--- config.mk ---
export PLATFORM = sky130hd
export DESIGN_NAME = cycle_match_timer
export DESIGN_NICKNAME = d
export VERILOG_FILES = /design/src/rtl/ctm_pkg.sv /design/src/rtl/ctm_counter.sv /design/src/rtl/ctm_compare.sv /design/src/rtl/ctm_pending.sv /design/src/rtl/cycle_match_timer.sv
export SDC_FILE = /design/constraint.sdc
export NUM_CORES = 1
export LEC_CHECK = 0
export BUFFER_PORTS_ARGS = -buffer_cell sky130_fd_sc_hd__buf_2
export CORE_MARGIN = 2
export CORE_UTILIZATION = 50
export DETAILED_ROUTE_END_ITERATION = 12
export HOLD_SLACK_MARGIN = 0.05
export MAX_ROUTING_LAYER = met4
export PLACE_DENSITY_LB_ADDON = 0.1
export SLEW_MARGIN = 25
export SYNTH_ARGS = -nofsm -noshare
export SYNTH_HDL_FRONTEND = slang
export SYNTH_SLANG_ARGS = --single-unit
--- constraint.sdc ---
create_clock -name clk -period 1.8 [get_ports clk]
set_input_delay 0.36 -clock clk [delete_from_list [all_inputs] [get_ports clk]]
set_output_delay 0.36 -clock clk [all_outputs]
set_load 0.005 [all_outputs]
--- src/rtl/ctm_pkg.sv ---
package ctm_pkg;
  localparam int unsigned CMP_W = 32;
  typedef logic [CMP_W-1:0] cmp_t;
endpackage

--- src/rtl/ctm_counter.sv ---
module ctm_counter #(
  parameter int unsigned        CNT_W   = 32,
  parameter logic [CNT_W-1:0]   CNT_RST = '0
) (
  input  logic             clk,
  input  logic             rst_n,
  output logic [CNT_W-1:0] cnt_o
);
  localparam int unsigned HALF = 32;

  generate
    if (CNT_W == 64) begin : g_wide
      // two 32-bit halves: the upper half steps when the lower is all ones
      logic [HALF-1:0] lo_q;
      logic [HALF-1:0] hi_q;
      always_ff @(posedge clk or negedge rst_n) begin
        if (!rst_n) begin
          lo_q <= CNT_RST[HALF-1:0];
          hi_q <= CNT_RST[CNT_W-1:HALF];
        end else begin
          lo_q <= lo_q + 1'b1;
          if (&lo_q) hi_q <= hi_q + 1'b1;
        end
      end
      assign cnt_o = {hi_q, lo_q};
    end else begin : g_narrow
      logic [CNT_W-1:0] c_q;
      always_ff @(posedge clk or negedge rst_n) begin
        if (!rst_n) c_q <= CNT_RST;
        else        c_q <= c_q + 1'b1;
      end
      assign cnt_o = c_q;
    end
  endgenerate
endmodule

--- src/rtl/ctm_compare.sv ---
module ctm_compare
  import ctm_pkg::*;
(
  input  logic clk,
  input  logic rst_n,
  input  logic ld_i,
  input  cmp_t ld_val_i,
  input  cmp_t cnt_lo_i,
  output cmp_t cmp_o,
  output logic hit_o
);
  cmp_t cmp_q;

  always_ff @(posedge clk or negedge rst_n) begin
    if (!rst_n)    cmp_q <= '0;
    else if (ld_i) cmp_q <= ld_val_i;
  end

  // strict equality on the low word only
  assign hit_o = (cnt_lo_i == cmp_q);
  assign cmp_o = cmp_q;
endmodule

--- src/rtl/ctm_pending.sv ---
module ctm_pending (
  input  logic clk,
  input  logic rst_n,
  input  logic hit_i,
  input  logic ack_i,
  input  logic en_i,
  output logic pend_o,
  output logic en_q_o,
  output logic irq_o
);
  logic pend_q;
  logic en_q;

  always_ff @(posedge clk or negedge rst_n) begin
    if (!rst_n) begin
      pend_q <= 1'b0;
      en_q   <= 1'b0;
    end else begin
      en_q <= en_i;
      // a match outranks an acknowledge in the same cycle
      if (hit_i)      pend_q <= 1'b1;
      else if (ack_i) pend_q <= 1'b0;
    end
  end

  assign pend_o = pend_q;
  assign en_q_o = en_q;
  assign irq_o  = pend_q & en_q;
endmodule

--- src/rtl/cycle_match_timer.sv ---
module cycle_match_timer
  import ctm_pkg::*;
#(
  parameter int unsigned      CNT_W   = 32,
  parameter logic [CNT_W-1:0] CNT_RST = '0
) (
  input  logic             clk,
  input  logic             rst_n,
  input  logic             acc_en,
  input  logic             acc_we,
  input  logic [31:0]      acc_wdata,
  output logic             rd_vld,
  output logic [CNT_W-1:0] rd_data,
  input  logic             irq_en,
  input  logic             irq_ack,
  output logic             irq
);
  logic [CNT_W-1:0] cnt_w;
  cmp_t             cmp_w;
  logic             hit_w;
  logic             pend_w;
  logic             en_w;
  logic             rd_req;
  logic             wr_req;
  logic             rd_vld_q;
  logic [CNT_W-1:0] rd_data_q;

  assign rd_req = acc_en & ~acc_we;
  assign wr_req = acc_en &  acc_we;

  ctm_counter #(.CNT_W(CNT_W), .CNT_RST(CNT_RST)) u_cnt (
    .clk   (clk),
    .rst_n (rst_n),
    .cnt_o (cnt_w)
  );

  ctm_compare u_cmp (
    .clk      (clk),
    .rst_n    (rst_n),
    .ld_i     (wr_req),
    .ld_val_i (acc_wdata),
    .cnt_lo_i (cnt_w[CMP_W-1:0]),
    .cmp_o    (cmp_w),
    .hit_o    (hit_w)
  );

  ctm_pending u_pend (
    .clk    (clk),
    .rst_n  (rst_n),
    .hit_i  (hit_w),
    .ack_i  (irq_ack),
    .en_i   (irq_en),
    .pend_o (pend_w),
    .en_q_o (en_w),
    .irq_o  (irq)
  );

  // read return: one result per request, one cycle later
  always_ff @(posedge clk or negedge rst_n) begin
    if (!rst_n) begin
      rd_vld_q  <= 1'b0;
      rd_data_q <= '0;
    end else begin
      rd_vld_q <= rd_req;
      if (rd_req) rd_data_q <= cnt_w;
    end
  end

  assign rd_vld  = rd_vld_q;
  assign rd_data = rd_data_q;
endmodule

; ---- Word-level counts from Yosys, hierarchy flattened
; Index checks and enable logic that the tools add are counted.
[classes]
n_eq_ne = 1
n_mux = 2
n_addsub = 1
reduce_logical = 1
bitwise = 4
[op_table]
columns = op, n
row1 = $add A32 B1 Y32 const B, 1
row2 = $eq A32 B32 Y1, 1
row3 = $and A1 B1 Y1, 3
row4 = $mux W1, 2
row5 = $reduce_bool A2 Y1, 1
row6 = $not A1 Y1, 1
[totals]
in_bits = 38
output_inout_bits = 34
regBits = 99
word_cells = 15

; ---- Depth between registers and ports, before layout
[depth]
depth_word = 2
depth_mapped = 6
depth_no_buf = 5

; ---- By module
; A second synthesis with hierarchy kept.
[hier_totals]
cells_unflattened = 314
hier_area_um2 = 4469.3
[modules_own_cells]
columns = mod, seq_area_each_um2, n_inst, cells_each, area_per_inst_um2
row1 = ctm_compare, 800.8, 1, 111, 1535.2
row2 = ctm_counter, 800.8, 1, 127, 1478.9
row3 = cycle_match_timer, 825.8, 1, 71, 1387.6
row4 = ctm_pending, 50.0, 1, 5, 67.6

; ---- Worst setup path before layout
; No wires, ideal clock.
[synth_timing]
path_kind = register to register
startpoint = reg u_cnt.g_narrow.c_q[0] (netlist: u_cnt.cnt_o[0])
endpoint = reg u_cnt.g_narrow.c_q[28] (netlist: u_cnt.cnt_o[28])
slack_ns = 0.289
setup_ns = 0.124
period_less_slack_ns = 1.511
arrival_time_ns = 1.387
n_path_buf = 0
required_ns = 1.676
stages_incl_launch_ff = 6
path_cell_list = dfrtp_1 -> ha_1 -> nand4_1 -> nor4_4 -> nand4_1 -> xnor2_1
[synth_between]
elab_chain_cells = 1
[synth_rtl]
columns = element, line_no
row1 = from (decl), ctm_counter.sv:27  ; logic [CNT_W-1:0] c_q;
row2 = from (signal assigned), ctm_counter.sv:30  ; else c_q <= c_q + 1'b1;
row3 = $add A32 B1 Y32, ctm_counter.sv:30
; Every way passes these cells.
; A chain may end at the register's enable or synchronous reset.

; ---- Final worst setup path
; Same ends and word-level chain as after synthesis.

==> flow_summary.yaml <==
outcome:
  status: "complete, no violations"
routing:
  dr.pass1.iters: 4
  wirelength_mm: 8.78
  drt-initial-drc-count: 97
  wl_per_cell_um: 17.3
  vias: 2633
  via_per_inst: 5.18
  ant_nets: 0
  drc: 0
clock_network:
  cts_tree: "done"
  cts_root_buf: "clkbuf_8"
  clkLatencyLatePin_ps: 360
  cts_resized: 0
  htreeDepth: 3
  cts_max_path_buffers: 2
  hold_buffers: 0
  path_clk_slew_ps: 90
  clock-sinks: 99
  post_cts_buffers: 0
  cts_inserted_buffers: 9
pwr:
  power_density_mw_per_mm2: 851
  power.leakage_nw: 2.58
  vdd_drop_max_mv: 0.559
timing:
  min_period_over_period_pct: 92.5
  tightest_slew_ps: 535
  max_freq_mhz: 601
  tns_ps: 0
  final-max-slew-violation-count: 0
  hold_viol: 0
  layout_setup_ws_ps: 136
  finalClockSkew_ps: 8.85
  setup_viol: 0
  rsz0062_at_grt: "false"
  maxSlewHeadroom_pct: 64.1
  min_period_ps: 1660
floorplanning:
  start_util_pct: 51.7
  die_y_um: 96.4
  num_rows: 33
  ios: 72
  die-area_mm2: 0.00930
  die_w_um: 96.4
  coreArea_mm2: 0.00826
critical_path:
  crit_family: "simple AND/OR/NAND/NOR gates"
  start_kind: "register"
  path_cells: "ha_1 > nand4_1 > nor4_4 > nand4_1 > xnor2_1"
  cp.arrival_ps: 1910
  slowest_delay_ps: 400
  crit_fanout: 7
  path_class: "register to register"
  cp_slowest_cell: "nor4_4"
  worstSetupEndpointType: "register"
  path_buf_inv: 0
  path_common_cell: "nand4_1"
  critPathRequiredTime_ps: 2040
synthesis:
  syn_area_per_cell_um2: 13.6
  syn_nets: 353
  synth-edff-count: 0
  synth_cells: 314
  ys_ff_latch: 99
  syn-cell-area_mm2: 0.00427
  yosys_warnings: 0
  synthArstFlopShare_pct: 100
  yosysSeqAreaShare_pct: 58.0
  synthFlopType: "dfrtp_1"
  synth_cell_types: 25
placement:
  post_dp_cell_area_mm2: 0.00486
  portBuffers: 71
  gp_congestion: 0.763
  dp_hpwl_mm: 6.14
  dp_slack_ps: 158
grt:
  grt_usage_pct: 21.4
  grt_pass1_vias: 2765
  grt_use_met2_pct: 31.6
  grt_max_degree: 100
  antenna_found_initial: 0
  met3_usage_pct: 5.20
  gr-max-usage-layer: "met2"
  grtUsageMet1_pct: 30.2
  grt.overflow.total: 0
  grt_pass1_wl_mm: 14.3
worst_hold_path:
  worstHoldPathType: "input pin to asynchronous set/reset pin"
layout:
  nets: 438
  antenna_cells: 0
  area_growth_syn_to_layout_pct: 18.7
  final_common_cell: "dfrtp_1"
  layout_common_cells: "dfrtp_1 (99), buf_2 (70), mux2_2 (61)"
  stdcell_area_mm2: 0.00507
  layout-drive-gt1-share_pct: 42.2
  post-route-util_pct: 61.4
run:
  drv_cap: 0
## worst paths after layout
kind | slack (ps) | end | cells past startpoint | start
worst max-delay path | 140 | u_cnt.cnt_o[28] | 5 | u_cnt.cnt_o[0]
worst min-delay path | 40 | u_pend.en_q_o | 2 | rst_n
worst max register to register | 140 | u_cnt.cnt_o[28] | 5 | u_cnt.cnt_o[0]
worst min register to register | 500 | rd_data[0] | 2 | rd_data[0]
max in group asynchronous | 1350 | u_cnt.cnt_o[0] | 2 | rst_n
min in group clk | 110 | u_pend.en_q_o | 1 | irq_en
## layer usage
metal | vias up | share of wire, %
met3 | 4 | 3.8
met2 | 56 | 46
met1 | 1319 | 49
met5 | - | 0
li1 | 1254 | -
met4 | 0 | 0.74
## cells in the mapped netlist, drive strengths merged (2+ instances only)
cell    n  area share (%)
and2    2            0.29
and3    6            0.88
and4    2            0.41
buf    14             1.6
dfrtp  99              58
inv     5            0.44
mux2   61              16
nand2  12             1.1
nand3  10             1.2
nand4  18             3.1
nor2    4            0.35
nor4   11             2.7
o21ai   3            0.35
xnor2  24             4.9
xor2   38             7.8
## through the flow
stage / instances / hold WS, ps / power [mW]
3_5_place_dp: 493 / 467 / 2.86
4_1_cts: 508 / 74.7 / 4.37
6_report: 508 / 35.3 / 4.31
5_1_grt: 508 / 83.4 / 4.49
3_3_place_gp: 493 / 462 / 2.85
2_1_floorplan: 314 / 64.4 / 2.66
## kinds of logic (layout without fill, tap and decap cells)
family | after synthesis | count (layout) | share of synthesized area [%]
DFF | 99 | 99 | 58.0
and+or+nand+nor | 67 | 67 | 10.2
xor gates and xnor gates | 62 | 62 | 12.7
muxes | 61 | 61 | 16.1
buffers and inverters | 20 | 109 | 2.17
AOI/OAI and AO/OA | 4 | 4 | 0.498
adders and majority gates | 1 | 1 | 0.293
## state kept, by name (all words and copies together), names as in the netlist
| signal | flops |
|---|---|
| rd_data | 32 |
| rd_vld | 1 |
| u_cmp.cmp_o | 32 |
| u_cnt.cnt_o | 32 |
| u_pend.en_q_o | 1 |
| u_pend.pend_o | 1 |
## worst reg2reg max path, cell delays in order (launching register included)
cell     delay [ps]
dfrtp_1         360
ha_1            210
nand4_1         220
nor4_4          400
nand4_1         190
xnor2_1         160
## area by class of cell
type | count | area, um2
timing repair buffer | 89 | 531
fill | 698 | 3190
clock buffer | 12 | 165
multi-input combinational | 195 | 1700
clock inverter | 3 | 46.3
inverter | 5 | 18.8
tap | 105 | 131
sequential | 99 | 2480
## report_power, final
| group | switching [mW] | internal [mW] | total [mW] |
|---|---|---|---|
| registers | 0.0831 | 2.34 | 2.43 |
| logic | 0.182 | 0.200 | 0.382 |
| clock network | 0.752 | 0.752 | 1.50 |
Power figures use the tool's default switching activity.
